### config.mk
export PLATFORM = sky130hd
export DESIGN_NAME = adc_seq_ctrl
export DESIGN_NICKNAME = d
export VERILOG_FILES = /design/src/rtl/adc_seq_pkg.sv /design/src/rtl/adc_clk_div.sv /design/src/rtl/adc_trig_sel.sv /design/src/rtl/adc_seq_fsm.sv /design/src/rtl/adc_result_reg.sv /design/src/rtl/adc_seq_ctrl.sv
export SDC_FILE = /design/constraint.sdc
export NUM_CORES = 1
export LEC_CHECK = 0
export ABC_AREA = 1
export BUFFER_PORTS_ARGS = -buffer_cell sky130_fd_sc_hd__buf_2
export CAP_MARGIN = 20
export CORE_UTILIZATION = 55
export CTS_BUF_LIST = sky130_fd_sc_hd__clkbuf_8
export DETAILED_ROUTE_END_ITERATION = 16
export PLACE_DENSITY = 0.88
export SLEW_MARGIN = 20
export SYNTH_ARGS = -nofsm -noshare
export SYNTH_HDL_FRONTEND = slang
export SYNTH_SLANG_ARGS = --single-unit
### constraint.sdc
create_clock -name clk -period 2.2 [get_ports clk]
set_input_delay 0.33 -clock clk [delete_from_list [all_inputs] [get_ports clk]]
set_output_delay 0.33 -clock clk [all_outputs]
set_load 0.03 [all_outputs]
### src/rtl/adc_seq_pkg.sv
package adc_seq_pkg;

    typedef enum logic [2:0] {
        ST_IDLE,
        ST_WAIT,
        ST_SAMPLE,
        ST_CONV,
        ST_STORE
    } seq_state_e;

    localparam int unsigned CONV_TICKS = 13;

    // Trigger event as seen by the sequencer, in the tick domain
    typedef struct packed {
        logic start;   // qualifying start event this tick
        logic level;   // synchronised level of the selected hardware line
        logic is_hw;   // selected source is a timer line
    } trig_info_t;

    function automatic logic src_is_hw(input logic [1:0] sel);
        return sel != 2'd0;
    endfunction

endpackage

### src/rtl/adc_clk_div.sv
module adc_clk_div #(
    parameter int DIV_W = 3
) (
    input  logic             clk,
    input  logic             rst,
    input  logic [DIV_W-1:0] div,
    output logic             tick
);
    logic [DIV_W-1:0] cnt;

    assign tick = (cnt >= div);

    always_ff @(posedge clk) begin
        if (rst)       cnt <= '0;
        else if (tick) cnt <= '0;
        else           cnt <= cnt + 1'b1;
    end
endmodule

### src/rtl/adc_trig_sel.sv
module adc_trig_sel
    import adc_seq_pkg::*;
#(
    parameter int N_HW = 3
) (
    input  logic            clk,
    input  logic            rst,
    input  logic            tick,
    input  logic [1:0]      sel,
    input  logic            sw_start,
    input  logic [N_HW-1:0] hw,
    output trig_info_t      info
);
    logic [N_HW-1:0] s_meta, s_sync, s_prev;
    logic            sw_req;

    // Two-flop synchroniser plus history flop, all in the tick domain
    always_ff @(posedge clk) begin
        if (rst) begin
            s_meta <= '0;
            s_sync <= '0;
            s_prev <= '0;
        end else if (tick) begin
            s_meta <= hw;
            s_sync <= s_meta;
            s_prev <= s_sync;
        end
    end

    // Software strobe held until the next tick consumes it
    always_ff @(posedge clk) begin
        if (rst)           sw_req <= 1'b0;
        else if (sw_start) sw_req <= 1'b1;
        else if (tick)     sw_req <= 1'b0;
    end

    always_comb begin
        info = '0;
        if (!src_is_hw(sel)) begin
            info.start = sw_req;
        end else begin
            for (int i = 0; i < N_HW; i++) begin
                if (int'(sel) == i + 1) begin
                    info.start = s_sync[i] & ~s_prev[i];
                    info.level = s_sync[i];
                    info.is_hw = 1'b1;
                end
            end
        end
    end
endmodule

### src/rtl/adc_seq_fsm.sv
module adc_seq_fsm
    import adc_seq_pkg::*;
#(
    parameter int SHT_W = 10
) (
    input  logic             clk,
    input  logic             rst,
    input  logic             tick,
    input  logic             enc,
    input  logic             ext_mode,
    input  logic             rpt_mode,
    input  logic [SHT_W-1:0] sht,
    input  trig_info_t       trig,
    output logic             busy,
    output logic             sampling,
    output logic             store
);
    localparam int CNT_W = (SHT_W > 4) ? SHT_W : 4;

    seq_state_e       st;
    logic [CNT_W-1:0] cnt;
    logic             blk;   // single hardware mode awaits an enable toggle
    logic             ext_win;

    assign ext_win  = ext_mode && trig.is_hw;
    assign busy     = (st == ST_SAMPLE) || (st == ST_CONV) || (st == ST_STORE);
    assign sampling = (st == ST_SAMPLE);
    assign store    = tick && (st == ST_STORE);

    always_ff @(posedge clk) begin
        if (rst) begin
            st  <= ST_IDLE;
            cnt <= '0;
            blk <= 1'b0;
        end else begin
            if (!enc) blk <= 1'b0;
            if (tick) begin
                case (st)
                    ST_IDLE: if (enc && !blk) st <= ST_WAIT;
                    ST_WAIT: begin
                        if (!enc) st <= ST_IDLE;
                        else if (trig.start) begin
                            st  <= ST_SAMPLE;
                            cnt <= CNT_W'(sht);
                        end
                    end
                    ST_SAMPLE: begin
                        if (ext_win) begin
                            if (!trig.level) begin
                                st  <= ST_CONV;
                                cnt <= CNT_W'(CONV_TICKS - 1);
                            end
                        end else if (cnt == '0) begin
                            st  <= ST_CONV;
                            cnt <= CNT_W'(CONV_TICKS - 1);
                        end else begin
                            cnt <= cnt - 1'b1;
                        end
                    end
                    ST_CONV: begin
                        if (cnt == '0) st <= ST_STORE;
                        else           cnt <= cnt - 1'b1;
                    end
                    ST_STORE: begin
                        if (!enc) st <= ST_IDLE;
                        else if (!trig.is_hw || rpt_mode) st <= ST_WAIT;
                        else begin
                            st  <= ST_IDLE;
                            blk <= 1'b1;
                        end
                    end
                    default: st <= ST_IDLE;
                endcase
            end
        end
    end

    // Checker: count ticks spent in the conversion phase
    logic [4:0] conv_seen;
    always_ff @(posedge clk) begin
        if (rst || st != ST_CONV) conv_seen <= '0;
        else if (tick)            conv_seen <= conv_seen + 1'b1;
    end

    assert_conv_len_R3: assert property (@(posedge clk) disable iff (rst)
        (st == ST_STORE && $past(st) == ST_CONV) |-> conv_seen == 5'(CONV_TICKS))
        else $error("conversion phase length wrong");

    assert_start_enc_R12: assert property (@(posedge clk) disable iff (rst)
        $rose(busy) |-> $past(enc))
        else $error("conversion started without enable");

    assert_ext_hold_R5: assert property (@(posedge clk) disable iff (rst)
        (st == ST_SAMPLE && ext_win && trig.level && tick) |=> sampling)
        else $error("extended window closed while trigger high");
endmodule

### src/rtl/adc_result_reg.sv
module adc_result_reg #(
    parameter int RES_W = 12
) (
    input  logic             clk,
    input  logic             rst,
    input  logic             wr,
    input  logic [RES_W-1:0] din,
    input  logic             rd,
    output logic [RES_W-1:0] result,
    output logic             irq
);
    always_ff @(posedge clk) begin
        if (rst) begin
            result <= '0;
            irq    <= 1'b0;
        end else if (wr) begin
            result <= din;
            irq    <= 1'b1;
        end else if (rd) begin
            irq    <= 1'b0;
        end
    end

    assert_irq_clear_R7: assert property (@(posedge clk) disable iff (rst)
        (rd && !wr) |=> !irq)
        else $error("read did not clear flag");
endmodule

### src/rtl/adc_seq_ctrl.sv
module adc_seq_ctrl
    import adc_seq_pkg::*;
#(
    parameter int RES_W = 12,
    parameter int SHT_W = 10,
    parameter int DIV_W = 3,
    parameter int N_HW  = 3
) (
    input  logic             clk,
    input  logic             rst,
    input  logic             enc,
    input  logic             sw_start,
    input  logic [1:0]       trig_sel,
    input  logic [N_HW-1:0]  tmr_cmp,
    input  logic             ext_mode,
    input  logic             rpt_mode,
    input  logic [SHT_W-1:0] sht_len,
    input  logic [DIV_W-1:0] clk_div,
    input  logic [RES_W-1:0] conv_data,
    input  logic             rd_result,
    output logic [RES_W-1:0] result,
    output logic             irq_flag,
    output logic             busy,
    output logic             sampling
);
    logic       tick;
    logic       store;
    trig_info_t trig;

    adc_clk_div #(.DIV_W(DIV_W)) u_div (
        .clk(clk), .rst(rst), .div(clk_div), .tick(tick)
    );

    adc_trig_sel #(.N_HW(N_HW)) u_trig (
        .clk(clk), .rst(rst), .tick(tick), .sel(trig_sel),
        .sw_start(sw_start), .hw(tmr_cmp), .info(trig)
    );

    adc_seq_fsm #(.SHT_W(SHT_W)) u_fsm (
        .clk(clk), .rst(rst), .tick(tick), .enc(enc),
        .ext_mode(ext_mode), .rpt_mode(rpt_mode), .sht(sht_len),
        .trig(trig), .busy(busy), .sampling(sampling), .store(store)
    );

    adc_result_reg #(.RES_W(RES_W)) u_res (
        .clk(clk), .rst(rst), .wr(store), .din(conv_data),
        .rd(rd_result), .result(result), .irq(irq_flag)
    );

    assert_flag_with_store_R6: assert property (@(posedge clk) disable iff (rst)
        $rose(irq_flag) |-> $fell(busy))
        else $error("flag rose without busy falling");
endmodule

; Word level (Yosys, flattened, before mapping)
; Cells that the tools add are included.
[op_classes]
n_eq_ne = 15
mux = 31
addsub = 2
n_lt_le_gt_ge = 1
n_bitwise = 6
reduce_logical = 17
[ops]
columns = operator, count
row1 = 2-to-1 mux 10 bit, 6
row2 = 2-to-1 mux 3 bit, 11
row3 = one-hot mux 10 bit (3 select lines), 1
row4 = one-hot mux 3 bit (5 select lines), 1
row5 = AND reduction 6 bit, 2
row6 = 2-to-1 mux 1 bit, 11
row7 = zero test 10 bit, 1
row8 = subtractor 10 x 1 -> 10 bit (second input constant), 1
row9 = != test 2 bit (second input constant), 4
row10 = == test 3 x 2 -> 1 bit (second input constant), 2
row11 = != test 3 bit (second input constant), 2
row12 = nonzero test 2 bit, 3
row13 = == test 2 bit (second input constant), 2
row14 = adder 3 x 1 -> 3 bit (second input constant), 1
row15 = AND 1 bit, 3
row16 = == test 3 x 1 -> 1 bit (second input constant), 1
row17 = == test 3 bit (second input constant), 1
row18 = >= comparator 3 bit, 1
row19 = logical AND 1 bit, 3
row20 = zero test 3 bit, 1
row21 = logical OR 1 bit, 3
row22 = != test 3 x 1 -> 1 bit (second input constant), 1
row23 = inverter 1 bit, 3
row24 = nonzero test 3 bit, 1
row25 = other kinds (5), 6
[totals]
inputBits = 37
reg_bits = 40
word_cells = 82

; Depth between registers and ports, before layout
[depth]
depth_word = 12
ltp_mapped = 12

; Hierarchy
; Synthesis repeated with hierarchy kept, for this count alone.
[hier_totals]
hier_cells = 345
hier_area_um2 = 2259.7
[modules_own_cells]
columns = module, n_inst, cells_each, area_each_um2, seq_area_each_um2
row1 = adc_seq_fsm, 1, 207, 1163.6, 280.3
row2 = adc_result_reg, 1, 57, 460.4, 260.2
row3 = adc_trig_sel, 1, 57, 445.4, 200.2
row4 = adc_clk_div, 1, 24, 190.2, 60.1

; Least setup slack after synthesis
; Ideal clock, no wire load.
[synth_timing]
path_type = input port to flip-flop
from = in clk_div[2]
to = reg u_fsm.st[0]
cell_stages = 10
t_required_ns = 2.087
setup_time_ns = 0.113
arrival_time_ns = 1.487
setup_slack_ns = 0.600
path_cell_list = inv_1 -> ha_1 -> nand3b_1 -> nand3_1 -> buf_2 -> nand3_1 -> nor2_1 -> nand2_2 -> nor2_1 -> nor2_1
[synth_via]
elab_chain_len = 2
[synth_rtl]
columns = element, line_no
row1 = "start, declared", adc_seq_ctrl.sv:18  ; input logic [DIV_W-1:0] clk_div,
row2 = >= comparator 3 bit, adc_clk_div.sv:11  ; assign tick = (cnt >= div);
row3 = AND reduction 6 bit (no line), --
row4 = "end signal, assigned", adc_seq_fsm.sv:32  ; st <= ST_IDLE;
row5 = "end signal, assigned", adc_seq_fsm.sv:39  ; ST_IDLE: if (enc && !blk) st <= ST_WAIT;
row6 = "end signal, assigned", adc_seq_fsm.sv:41  ; if (!enc) st <= ST_IDLE;
row7 = "end, declared", adc_seq_fsm.sv:20  ; seq_state_e st;
; No other way between the ends.
; A chain may end at the register's enable or synchronous reset.

; Worst setup path in the final report
[layout_timing]
from = reg u_fsm.st[2]
to = out busy
[layout_via]
elab_chain_len = 3
word_cells_on_any_way = 5
[layout_rtl]
columns = element, line_no
row1 = == test 3 x 2 -> 1 bit, adc_seq_fsm.sv:26  ; assign busy = (st == ST_SAMPLE) || (st == ST_CONV) || (st == ST_STORE);
row2 = logical OR 1 bit, adc_seq_fsm.sv:26
row3 = logical OR 1 bit *, adc_seq_fsm.sv:26
row4 = "end, declared", adc_seq_ctrl.sv:23  ; output logic busy,
; Mark *: on every way between the ends. The rest lies on a longest branch, timed or not.

==> results.py <==
metrics = {
    "cts": {
        "cts.htree.levels": 2,
        "clk_latency_ns": 0.30,
        "cts_resized": 0,
        "cts_setup_buffers": 0,
        "cts_tree": "built",
        "clk_pin_slew_ns": 0.08,
        "postCtsHoldBufs": 0,
        "clockBufferDepth": 2,
        "root_buffer": "clkbuf_8",
        "tritoncts.num_buffers": 5,
        "clkSinkCount": 40,
    },
    "placed_design": {
        "dp.final_hpwl_um": 3341,
        "io_buffer_count": 51,
        "gp_congestion": 0.8827,
        "place_ws_ns": 0.2871,
    },
    "drt": {
        "drcViolationCount": 0,
        "drt_pass1_iterations": 4,
        "drtIter0Drc": 196,
        "wl_per_cell_um": 11.12,
        "vias": 2093,
        "wirelength_um": 4638,
        "drtAntennaViolNets": 0,
        "vias_per_cell": 5.019,
    },
    "cells_and_area": {
        "final_nets": 410,
        "drive_above_1_share": 0.2087,
        "area_delta_synth_final_pct": 19.38,
        "diodes": 0,
    },
    "die": {
        "fp.dieH_um": 63.58,
        "die_area_um2": 4042,
        "num_rows": 22,
        "die_x_um": 63.58,
        "start_util": 0.5697,
        "num_io_pins": 52,
        "core_area_um2": 3661,
    },
    "global_route": {
        "grt_pass1_wl_um": 8135,
        "grt-ovfl-total": 0,
        "antenna_found_initial": 0,
        "grt_pass1_vias": 1931,
        "grt_start_max_net_pins": 20,
        "track_usage": 0.2555,
    },
    "critical_path": {
        "r2r_start": "u_div.cnt[2]",
        "worst-setup-path-type": "register to output pin",
        "cp_data_arrival_time_ns": 1.52,
        "crit_end": "busy",
        "start_kind": "register",
        "crit_fanout": 6,
        "endpoint_kind": "output pin",
        "crit_start": "u_fsm.st[2]",
        "r2r_slack_ns": 0.43,
        "r2r_end": "u_fsm.cnt[3]",
        "worstPathRequired_ns": 1.87,
        "reg2reg_depth": 9,
    },
    "timing": {
        "slew_violations": 0,
        "worstMarginPinSlew_ns": 0.4108,
        "skew_ns": 0.006578,
        "grt_setup_unrepaired": "no",
        "fin_ws_ns": 0.3454,
        "setup_viol_count_final": 0,
        "post-route-period-util": 0.8430,
        "min_period_ns": 1.855,
        "timing.fmax_mhz": 539.2,
        "hold_viol": 0,
        "slew_headroom": 0.7258,
        "setup-tns-final_ns": 0,
    },
    "synthesis": {
        "synth_top_area_cell": "dfxtp_1",
        "netlist_area_um2": 2086,
        "ys_ff_latch": 40,
        "synth_cell_types": 27,
        "synth_nets": 358,
        "synth_top_area_share": 0.3839,
        "yosysSeqAreaShare": 0.3839,
        "synthTopCellsByArea": "dfxtp_1 (38%), nand2_1 (13%), nor2_1 (10%)",
        "syn_inst": 316,
        "avgSynthCellArea_um2": 6.600,
        "yosysWarnings": 0,
    },
    "job": {
        "maxCapViolations": 0,
    },
    "power_and_ir_drop": {
        "power_density_nw_per_um2": 956.1,
        "total_power_mw": 2.381,
        "vdd.ir_drop.worst_uv": 538.0,
        "leakage_nw": 1.239,
    },
    "outcome": {
        "status": "completed",
    },
    "min_path": {
        "min_path_type": "primary input to register",
    },
}
-- routing by layer --
metal,GRT usage,up-vias,part of all wire
met1,0.3229,920,0.48
met3,0.05072,7,0.050
met5,0,-,0
met4,0.08807,0,0.013
li1,-,1103,-
met2,0.4282,63,0.46
-- synthesized netlist by cell type --
cell type	instances
ha_1	5
nand2_2	4
xnor2_1	2
dfxtp_1	40
o21ai_2	1
buf_1	1
inv_1	34
buf_2	4
xor2_1	5
nor2_2	3
a211oi_1	1
nand3b_1	2
nor3_1	1
o21ai_1	1
nand3_2	2
nor2_1	57
inv_2	4
nand2_1	72
nand4_1	3
clkbuf_1	3
a21oi_1	21
o21ai_0	28
nor4_1	1
o32ai_1	1
nand3_1	17
a21boi_0	1
buf_6	2
-- worst min-delay path by stage --
stage,start,to,slack [ns],cells after the start
final,sw_start,u_trig.sw_req,0.23,3
after global routing,sw_start,u_trig.sw_req,0.24,3
after CTS,sw_start,u_trig.sw_req,0.22,3
after detailed placement,u_trig.s_meta[0],u_trig.s_sync[0],0.44,2
after global placement,u_trig.s_meta[1],u_trig.s_sync[1],0.43,2
after floorplan,u_div.cnt[0],u_div.cnt[0],0.42,1
-- sequential cells by signal, summed over array words and instances (netlist names) --
name / flops
u_fsm.st: 3
u_trig.s_sync: 3
u_trig.sw_req: 1
u_res.irq: 1
u_trig.s_meta: 3
u_trig.s_prev: 3
u_res.result: 12
u_div.cnt: 3
u_fsm.cnt: 10
u_fsm.blk: 1
-- cells in the final DEF (no fill, tap or decap), types with 2 or more instances in the layout --
| cell type | n |
|---|---|
| nand4_1 | 3 |
| nand3_2 | 2 |
| nor2_1 | 57 |
| inv_1 | 34 |
| a21oi_1 | 21 |
| inv_2 | 4 |
| dfxtp_1 | 40 |
| ha_1 | 5 |
| buf_4 | 4 |
| nand3b_1 | 2 |
| nand2_2 | 4 |
| xnor2_1 | 2 |
| clkbuf_8 | 5 |
| buf_2 | 51 |
| nand2_1 | 72 |
| xor2_1 | 5 |
| clkinv_4 | 2 |
| o21ai_0 | 28 |
| nor2_2 | 3 |
| nand3_1 | 17 |
-- layout make-up --
class	count	area (µm²)
well taps	48	60.06
multi-input cells	228	1085
flip-flops and latches	40	800.8
clock inverters	3	47.55
repair buffers	55	285.3
inverters	38	142.6
clock buffers	5	68.82
fillers	346	1171
-- stage by stage --
step	instance area (µm²)	hold slack [ns]	std cells	utilization
after CTS	2490	0.2243	417	0.6801
final	2490	0.2302	417	0.6801
after detailed placement	2374	0.4354	409	0.6483
after global placement	2374	0.4259	409	0.6483
after floorplan	2086	0.4173	316	-
after global routing	2490	0.2401	417	0.6801
-- logic make-up after synthesis --
group | share of synthesized area
xor+xnor | 0.02939
flops | 0.3839
simple gates | 0.3251
buf+inv | 0.09598
compound gates | 0.1356
fa+ha+maj | 0.02999
-- critical path, cell delays in order (launching register included) --
cell and delay, ns:
dfxtp_1 0.46, inv_2 0.09, nand3_2 0.10, nand2_1 0.08
inv_1 0.18, o21ai_0 0.12, buf_2 0.19
-- power by group --
part	leakage, nW	internal (mW)	switching [mW]
logic	0.855	0.316	0.546
clock network	0.0583	0.342	0.274
registers	0.325	0.821	0.0815
total	1.24	1.48	0.901
Note: power is estimated with default switching activity, not from simulation.
